$ cat config.mk
export PLATFORM = sky130hd
export DESIGN_NAME = sector_victim_sel
export DESIGN_NICKNAME = d
export VERILOG_FILES = /design/src/rtl/svs_pkg.sv /design/src/rtl/svs_quota_ctl.sv /design/src/rtl/svs_oldest.sv /design/src/rtl/svs_age_upd.sv /design/src/rtl/sector_victim_sel.sv
export SDC_FILE = /design/constraint.sdc
export NUM_CORES = 2
export LEC_CHECK = 0
export BUFFER_PORTS_ARGS = -buffer_cell sky130_fd_sc_hd__buf_2
export CAP_MARGIN = 20
export CELL_PAD_IN_SITES_DETAIL_PLACEMENT = 2
export CELL_PAD_IN_SITES_GLOBAL_PLACEMENT = 2
export CORE_UTILIZATION = 48
export CTS_CLUSTER_DIAMETER = 120
export CTS_CLUSTER_SIZE = 24
export DETAILED_ROUTE_END_ITERATION = 10
export GPL_TIMING_DRIVEN = 0
export PLACE_DENSITY = 0.84
export SKIP_CTS_REPAIR_TIMING = 1
export SLEW_MARGIN = 30
export SYNTH_ARGS = -nofsm -noshare
export SYNTH_HDL_FRONTEND = slang
export SYNTH_SLANG_ARGS = --single-unit
$ cat constraint.sdc
create_clock -name clk_i -period 47.4 [get_ports clk_i]
set_clock_uncertainty 0.1 [all_clocks]
set_input_delay 2.37 -clock clk_i [delete_from_list [all_inputs] [get_ports clk_i]]
set_output_delay 2.37 -clock clk_i [all_outputs]
set_load 0.05 [all_outputs]
$ cat src/rtl/svs_pkg.sv
package svs_pkg;
  typedef enum logic {
    SEC_DEF  = 1'b0,
    SEC_MARK = 1'b1
  } sector_e;
endpackage

$ cat src/rtl/svs_quota_ctl.sv
// Picks the sector to evict from and returns its way mask (all ways if empty).
module svs_quota_ctl
  import svs_pkg::*;
#(
  parameter int NUM_WAYS = 10,
  parameter int LIM_W    = 4
) (
  input  logic [NUM_WAYS-1:0] sec_i,
  input  logic [LIM_W-1:0]    lim_i,
  input  logic                req_sec_i,
  output logic [NUM_WAYS-1:0] mask_o
);
  localparam int CNT_W = $clog2(NUM_WAYS + 1);
  localparam int W     = (LIM_W > CNT_W) ? LIM_W : CNT_W;

  logic [W-1:0] lim_ext, q1, q0, cnt1, cnt0;
  logic         own_full;
  sector_e      req_sec, pick_sec;
  logic [NUM_WAYS-1:0] sel;

  always_comb begin
    req_sec  = sector_e'(req_sec_i);
    lim_ext  = W'(lim_i);
    q1       = (lim_ext > W'(NUM_WAYS)) ? W'(NUM_WAYS) : lim_ext;
    q0       = W'(NUM_WAYS) - q1;
    cnt1     = W'($countones(sec_i));
    cnt0     = W'(NUM_WAYS) - cnt1;
    own_full = (req_sec == SEC_MARK) ? (cnt1 >= q1) : (cnt0 >= q0);
    pick_sec = own_full ? req_sec : sector_e'(~req_sec_i);
    sel      = (pick_sec == SEC_MARK) ? sec_i : ~sec_i;
    mask_o   = (sel == '0) ? '1 : sel;
  end
endmodule

$ cat src/rtl/svs_oldest.sv
module svs_oldest #(
  parameter int NUM_WAYS = 10,
  parameter int WAY_W    = 4,
  parameter int RANK_W   = 4
) (
  input  logic [NUM_WAYS-1:0][RANK_W-1:0] rank_i,
  input  logic [NUM_WAYS-1:0]             mask_i,
  output logic [WAY_W-1:0]                way_o
);
  logic [RANK_W-1:0] best;
  logic              found;

  always_comb begin
    way_o = '0;
    best  = '0;
    found = 1'b0;
    for (int w = 0; w < NUM_WAYS; w++) begin
      if (mask_i[w] && (!found || rank_i[w] > best)) begin
        way_o = WAY_W'(w);
        best  = rank_i[w];
        found = 1'b1;
      end
    end
  end
endmodule

$ cat src/rtl/svs_age_upd.sv
// Moves the touched way to rank 0; ways younger than it age by one.
module svs_age_upd #(
  parameter int NUM_WAYS = 10,
  parameter int WAY_W    = 4,
  parameter int RANK_W   = 4
) (
  input  logic [NUM_WAYS-1:0][RANK_W-1:0] rank_i,
  input  logic [WAY_W-1:0]                touch_i,
  output logic [NUM_WAYS-1:0][RANK_W-1:0] rank_o
);
  logic [RANK_W-1:0] t_rank;

  always_comb begin
    t_rank = '0;
    for (int w = 0; w < NUM_WAYS; w++)
      if (touch_i == WAY_W'(w)) t_rank = rank_i[w];
    for (int w = 0; w < NUM_WAYS; w++) begin
      if (touch_i == WAY_W'(w))    rank_o[w] = '0;
      else if (rank_i[w] < t_rank) rank_o[w] = rank_i[w] + RANK_W'(1);
      else                         rank_o[w] = rank_i[w];
    end
  end
endmodule

$ cat src/rtl/sector_victim_sel.sv
module sector_victim_sel #(
  parameter int NUM_WAYS = 10,
  parameter int NUM_SETS = 16,
  parameter int LIM_W    = 4,
  localparam int WAY_W   = $clog2(NUM_WAYS),
  localparam int RANK_W  = WAY_W,
  localparam int SET_W   = $clog2(NUM_SETS)
) (
  input  logic                clk_i,
  input  logic                rst_ni,
  input  logic [LIM_W-1:0]    lim_i,
  input  logic                req_i,
  input  logic                req_hit_i,
  input  logic [SET_W-1:0]    req_set_i,
  input  logic [WAY_W-1:0]    req_way_i,
  input  logic                req_sec_i,
  input  logic [NUM_WAYS-1:0] valid_i,
  output logic                vic_vld_o,
  output logic [WAY_W-1:0]    vic_way_o
);
  logic [NUM_SETS-1:0][NUM_WAYS-1:0][RANK_W-1:0] rank_q;
  logic [NUM_SETS-1:0][NUM_WAYS-1:0]             sec_q;

  logic [NUM_WAYS-1:0][RANK_W-1:0] cur_rank, nxt_rank;
  logic [NUM_WAYS-1:0]             cur_sec, old_mask;
  logic [WAY_W-1:0]                old_way, inv_way, touch_way;
  logic                            has_inv, miss;

  assign cur_rank = rank_q[req_set_i];
  assign cur_sec  = sec_q[req_set_i];

  svs_quota_ctl #(.NUM_WAYS(NUM_WAYS), .LIM_W(LIM_W)) u_quota (
    .sec_i     (cur_sec),
    .lim_i     (lim_i),
    .req_sec_i (req_sec_i),
    .mask_o    (old_mask)
  );

  svs_oldest #(.NUM_WAYS(NUM_WAYS), .WAY_W(WAY_W), .RANK_W(RANK_W)) u_oldest (
    .rank_i (cur_rank),
    .mask_i (old_mask),
    .way_o  (old_way)
  );

  always_comb begin
    inv_way = '0;
    for (int w = NUM_WAYS - 1; w >= 0; w--)
      if (!valid_i[w]) inv_way = WAY_W'(w);
  end

  assign has_inv   = ~&valid_i;
  assign miss      = req_i & ~req_hit_i;
  assign vic_vld_o = miss;
  assign vic_way_o = has_inv ? inv_way : old_way;
  assign touch_way = miss ? vic_way_o : req_way_i;

  svs_age_upd #(.NUM_WAYS(NUM_WAYS), .WAY_W(WAY_W), .RANK_W(RANK_W)) u_age (
    .rank_i  (cur_rank),
    .touch_i (touch_way),
    .rank_o  (nxt_rank)
  );

  always_ff @(posedge clk_i or negedge rst_ni) begin
    if (!rst_ni) begin
      sec_q <= '0;
      for (int s = 0; s < NUM_SETS; s++)
        for (int w = 0; w < NUM_WAYS; w++)
          rank_q[s][w] <= RANK_W'(w);
    end else if (req_i) begin
      rank_q[req_set_i] <= nxt_rank;
      if (miss) sec_q[req_set_i][vic_way_o] <= req_sec_i;
    end
  end
endmodule

**Word-level counts from Yosys, hierarchy flattened**

Cells that the tools add are included.

- Latch bits: 0
- Memories: 0
- Memory bits (writable): 0
- Input bits: 27
- Flip-flop bits (word level): 800
- Word-level logic and storage cells: 355
- Memory bits (read-only): 0

- Multiply operators: 0
- $lt $le $gt $ge: 26
- Bitwise logic cells: 4
- Equality and inequality tests: 9
- Shift operators: 0
- Reduce and logical (&&, ||, !) cells: 33
- Divide/modulo/power cells: 0
- Add/subtract/negate cells: 21
- Mux-type cells: 86

Operators with widths:

| operator | number |
|---|---|
| $bwmux 640 | 1 |
| $mux 4 | 54 |
| $bmux 40 s4 | 1 |
| $bwmux 160 | 1 |
| $demux 40 s4 | 1 |
| $mux 40 | 2 |
| $add 4x1->4 const B | 10 |
| $bmux 10 s4 | 1 |
| $demux 10 s4 | 1 |
| $lt 4x4->1 | 10 |
| $mux 10 | 4 |
| $gt 4x4->1 | 9 |
| $add 4x4->4 | 4 |
| $eq 4x3->1 const B | 4 |
| $mux 1 | 13 |
| $mux 3 | 4 |
| $logic_and 1x1->1 | 11 |
| $add 1x1->2 | 5 |
| $logic_not 10->1 | 1 |
| $lt 4x5->1 const B | 2 |
| $not 10->10 | 1 |
| $reduce_and 10->1 | 1 |
| $logic_not 1->1 | 9 |
| $logic_or 1x1->1 | 9 |
| 13 further kinds | 20 |

**Longest topological paths before layout**

- Word-level depth: 67
- Gate-level depth with buffers: 126

**Hierarchy**

A second synthesis with hierarchy kept.

- Cell total of the unflattened synthesis: 3036
- Area total of the unflattened synthesis: 42878.6 µm²

By module, submodules not included:

| module | seq. area each (µm²) | cells each | area an instance (µm²) | times used |
|---|---|---|---|---|
| sector_victim_sel | 20319.5 | 2372 | 37908.9 | 1 |
| svs_age_upd | 0.0 | 330 | 2477.4 | 1 |
| svs_oldest | 0.0 | 246 | 1785.5 | 1 |
| svs_quota_ctl | 0.0 | 88 | 706.9 | 1 |

**Worst setup path before layout**

Ideal clock, no wire load.

- Path kind: input-to-reg
- Start point: input port req_set_i[1]
- End point: register rank_q[119] in the netlist's numbering
- Cell stages on the path: 118
- Arrival time: 25261 ps
- Setup time: 87 ps
- Data required time: 47213 ps
- Setup slack: 21952 ps
- Path through: buf_2 > clkbuf_1 > mux4_2 > a22oi_1 > and2_1 > inv_2 > ha_1 > inv_1 > fa_1 > fa_1 > inv_1 > fa_1 > inv_1 > fa_1 > inv_1 > ha_1 > xor2_1 > ha_1 > [... 82 more ...] > a21oi_1 > nor2_1 > a2bb2oi_1 > nand2_1 > clkbuf_1 > and3_1 > clkbuf_1 > a22oi_1 > nand3_1 > a222oi_1 > ha_1 > a21oi_1 > nand2_1 > a211oi_1 > o2111ai_1 > xor2_1 > clkbuf_1 > o21ai_0

- Cells in the longest elaborated chain, start to end: 67
- Elaborated cells on any way between the ends: 117
- Classes of those cells: add/sub (11); order compare (14); eq/ne (9); mux (52); bitwise (1); reduce/logical (30)

Ends and longest elaborated chain:

| item | line | text |
|---|---|---|
| start, declared | sector_victim_sel.sv:14 | `input logic [SET_W-1:0] req_set_i,` |
| $bmux 10 s4 | sector_victim_sel.sv:30 | `assign cur_sec = sec_q[req_set_i];` |
| $mux 10 (implied by the code) | sector_victim_sel.sv:30 |  |
| $add 1x1->2 (implied by the code) | svs_quota_ctl.sv:26 | `cnt1 = W'($countones(sec_i));` |
| $add 4x4->4 (implied by the code) (3 in a row) | svs_quota_ctl.sv:26 |  |
| $sub 4x4->4 | svs_quota_ctl.sv:27 | `cnt0 = W'(NUM_WAYS) - cnt1;` |
| $ge 4x4->1 | svs_quota_ctl.sv:28 | `own_full = (req_sec == SEC_MARK) ? (cnt1 >= q1) : (cnt0 >= q0);` |
| $mux 1 | svs_quota_ctl.sv:28 |  |
| $mux 1 | svs_quota_ctl.sv:29 | `pick_sec = own_full ? req_sec : sector_e'(~req_sec_i);` |
| [... 40 more ...] | n/a |  |
| $mux 4 | sector_victim_sel.sv:54 | `assign vic_way_o = has_inv ? inv_way : old_way;` |
| $mux 4 | sector_victim_sel.sv:55 | `assign touch_way = miss ? vic_way_o : req_way_i;` |
| $logic_not 4->1 | svs_age_upd.sv:16 | `if (touch_i == WAY_W'(w)) t_rank = rank_i[w];` |
| $mux 4 (10 in a row) | svs_age_upd.sv:16 |  |
| $lt 4x4->1 | svs_age_upd.sv:19 | `else if (rank_i[w] < t_rank) rank_o[w] = rank_i[w] + RANK_W'(1);` |
| $mux 4 | svs_age_upd.sv:19 |  |
| $mux 4 | svs_age_upd.sv:18 | `if (touch_i == WAY_W'(w)) rank_o[w] = '0;` |
| $bwmux 640 (*) | sector_victim_sel.sv:70 | `rank_q[req_set_i] <= nxt_rank;` |
| end signal, assigned by index | sector_victim_sel.sv:68 | `rank_q[s][w] <= RANK_W'(w);` |
| end signal, assigned by index | sector_victim_sel.sv:70 |  |
| end, declared | sector_victim_sel.sv:21 | `logic [NUM_SETS-1:0][NUM_WAYS-1:0][RANK_W-1:0] rank_q;` |

Mark *: on every way between the ends. The rest lies on a longest branch, timed or not. The select of a mux whose other input is x is not followed.
A chain may end at the register's enable or synchronous reset.

**Final worst setup path**

- Start point: input port req_set_i[3]
- End point: register rank_q[107] in the netlist's numbering

The elaborated chain is that of the path after synthesis.

==> results by group <==
Outcome
  • Outcome: finished, final reports clean

Clocking
  • Max Root-Sink Buffers: 3
  • # H-tree levels: 2
  • Worst skew pair latency: 660 ps
  • Num CTS Buffers: 40
  • Clock sinks: 800
  • CTS tree: yes
  • CTS clk-pin slew, worst paths: 100 ps
  • Clk root buf: clkbuf_16

Routing
  • Drt pass-1 iters: 5
  • WL per Instance: 34.8 um
  • Total Wirelength: 174000 um
  • DRC viols: 0
  • DRT antenna net count: 0
  • Total number of vias: 33.5k
  • Initial drt markers: 2826
  • Avg Vias per Cell: 6.68

STA
  • WHS: 373 ps
  • Final setup fails: 0
  • Peak Freq: 30.5 MHz
  • Post-Route Setup TNS: 0 ps
  • RSZ-0062 raised after global routing: no
  • Fin worst setup slack: 14620 ps
  • Slew HR: 31.2%
  • Slew @ Worst Pin: 1030 ps
  • Crit path time final: 32780 ps
  • Hold Vio Cnt, Final: 0
  • Final worst-path cycle share: 69.2%
  • Slew Limit Fails: 0

Placed design
  • I/O Buffers: 27
  • Pre-CTS WS: 15070 ps
  • Detailed Place HPWL: 127000 um
  • Placed cell area: 0.0446 mm^2
  • RePlAce Congestion: 0.955

Worst setup path
  • Crit. Startpoint: req_set_i[3]
  • Worst Setup End Kind: flop
  • Critical path endpoint: rank_q[107]
  • Req. time, crit path: 47880 ps
  • Critical path's most frequent cell: ha_1
  • Reg2reg start: sec_q[36]
  • Critical Path Max Stage Delay: 730 ps
  • R2r endpoint: rank_q[107]
  • Crit Path Category: in2reg
  • R2R setup slack: 17010 ps
  • Crit path DAT: 33260 ps
  • Slowest cell on the critical path: clkbuf_1
  • R2R depth: 118
  • Critical Path Fanout Max: 10
  • Startpoint class of the critical path: input pin

Cells and area
  • Share of layout cells above drive strength 1: 30.6%
  • Synth-to-layout area growth: 7.54%
  • Fin area: 0.0459 mm^2
  • Final net count: 3940
  • Utilization after layout: 52.5%

Yosys
  • Cell area after synthesis: 0.0427 mm^2
  • Library cells used by synthesis: 110
  • Synth area leaders: dfrtp_1, dfstp_2, mux4_2, mux2_2, nand2_1
  • Synth Net Count: 3852
  • Yosys reg bits: 800
  • Syn Area/Cell: 11.4 um^2
  • Post-synth EDFFs: 0
  • Post-synth top area cell: dfrtp_1
  • Post-Synthesis Cells: 3738
  • Ys Warns: 0
  • Sequential share of the synthesized area: 47.6%
  • Synth top area share: 32.9%
  • Top FF cell, synth: dfrtp_1
  • Synth async-reset ratio: 100%

Power
  • Leak: 0.0196 uW
  • Max IR drop VDD: 52.6 uV
  • Power Density: 54.7 mW/mm^2

Global routing
  • GR Util All Layers: 39.1%
  • Global-route wire length before repair: 258000 um
  • Largest net degree at the start of global routing: 128
  • Initial antenna violation count: 7
  • Total grt overflow: 0
  • Vias in the first global route: 37.9k

Die
  • DIE AREA: 0.0901 mm^2
  • Core footprint: 0.0874 mm^2
  • Die W: 300 um
  • Die height: 300 um
  • I/O pin cnt: 32
  • FP Rows: 108
  • Initial Utilization: 48.8%

Job
  • MaxCap Viol Count: 0

Min path
  • Worst hold path class: reg2reg
-- critical path: cells and delay by family --
kind                       cells  cell delay, ps
muxes                          4            1450
buffers and inverters         14            3780
adders and majority gates     17            5660
and+or+nand+nor               33            5770
xor gates and xnor gates       2             350
AOI/OAI and AO/OA             51           13830
-- placed cells by master, fill, tap and decap left out, types with 81 or more instances in the layout --
cell type / count
o21ai_0: 140
mux4_2: 236
ha_1: 81
clkbuf_1: 194
mux2_2: 360
nor2_1: 192
buf_2: 86
nand2_1: 833
dfstp_2: 240
dfrtp_1: 560
o21ai_1: 81
-- through the flow --
step	total power, uW	cells
final	2510	5014
after global routing	2600	5013
after CTS	2480	5013
after detailed placement	2050	4939
after global placement	1930	4920
after floorplan	1670	3738
-- synthesized netlist by cell type (9+ instances only) --
cell type,instances
nand3_1,49
and2_1,11
clkbuf_1,202
buf_4,12
xor2_1,14
a21oi_1,67
nand4_1,15
a21o_1,15
inv_1,50
or3_1,16
a211oi_1,9
nor2_1,193
o21ai_1,79
a22o_1,19
ha_1,81
dfstp_2,240
a31oi_1,23
buf_2,43
o31ai_1,54
o211ai_1,9
nand2b_1,20
dfrtp_1,560
xnor2_1,9
mux2_2,360
and3_1,16
mux2i_1,22
nand2_1,833
o21a_1,13
buf_1,20
nor3_1,43
o31ai_2,60
a211oi_2,9
mux4_2,236
a22oi_1,26
o21ai_0,142
nor2b_1,14
-- cells by family (layout without fill, tap and decap cells) --
kind of cell    Yosys count  count (layout)  synth area share, %
compound gates          614             614                 10.8
xor+xnor                 32              32                0.815
fa+ha+maj                93              93                 2.81
buf+inv                 337             457                 3.34
flops                   800             800                 47.6
mux                     625             625                 22.7
other cells               0               1                    0
simple gates           1237            1237                 12.0
-- layout make-up --
type	instances	area (um^2)
Tap cell	1155	1450
Clock inverter	6	63.8
Inverter	52	195
Fill cell	8493	41600
Multi-Input combinational cell	2601	20900
Clock buffer	68	1170
Sequential cell	800	20300
Timing Repair Buffer	46	450
Buffer	285	1280
Antenna cell	1	2.50
-- worst min-delay path by stage --
stage	start	end	slack (ps)	cells after the start
finish	rank_q[308]	rank_q[308]	370	2
detailed placement	rank_q[308]	rank_q[308]	360	2
CTS	rank_q[308]	rank_q[308]	370	2
global placement	rank_q[204]	rank_q[204]	350	2
global route	rank_q[190]	rank_q[190]	400	2
floorplan	rank_q[630]	rank_q[630]	340	2
-- metal layers --
metal | track usage (%) | part of all wire (%)
met4 | 24.9 | 7.2
met1 | 48.2 | 38
met3 | 6.30 | 6.2
met2 | 64.3 | 48
met5 | 0.0529 | 0
-- power breakdown --
| group | internal [uW] | switching (uW) |
|---|---|---|
| Clock | 174 | 248 |
| Sequential | 855 | 86.7 |
| Combinational | 431 | 716 |
| Total | 1460 | 1050 |
-- registers in the layout (all words and copies together), names as in the netlist --
register  count
sec_q       160
rank_q      640
Power figures use the tool's default switching activity.
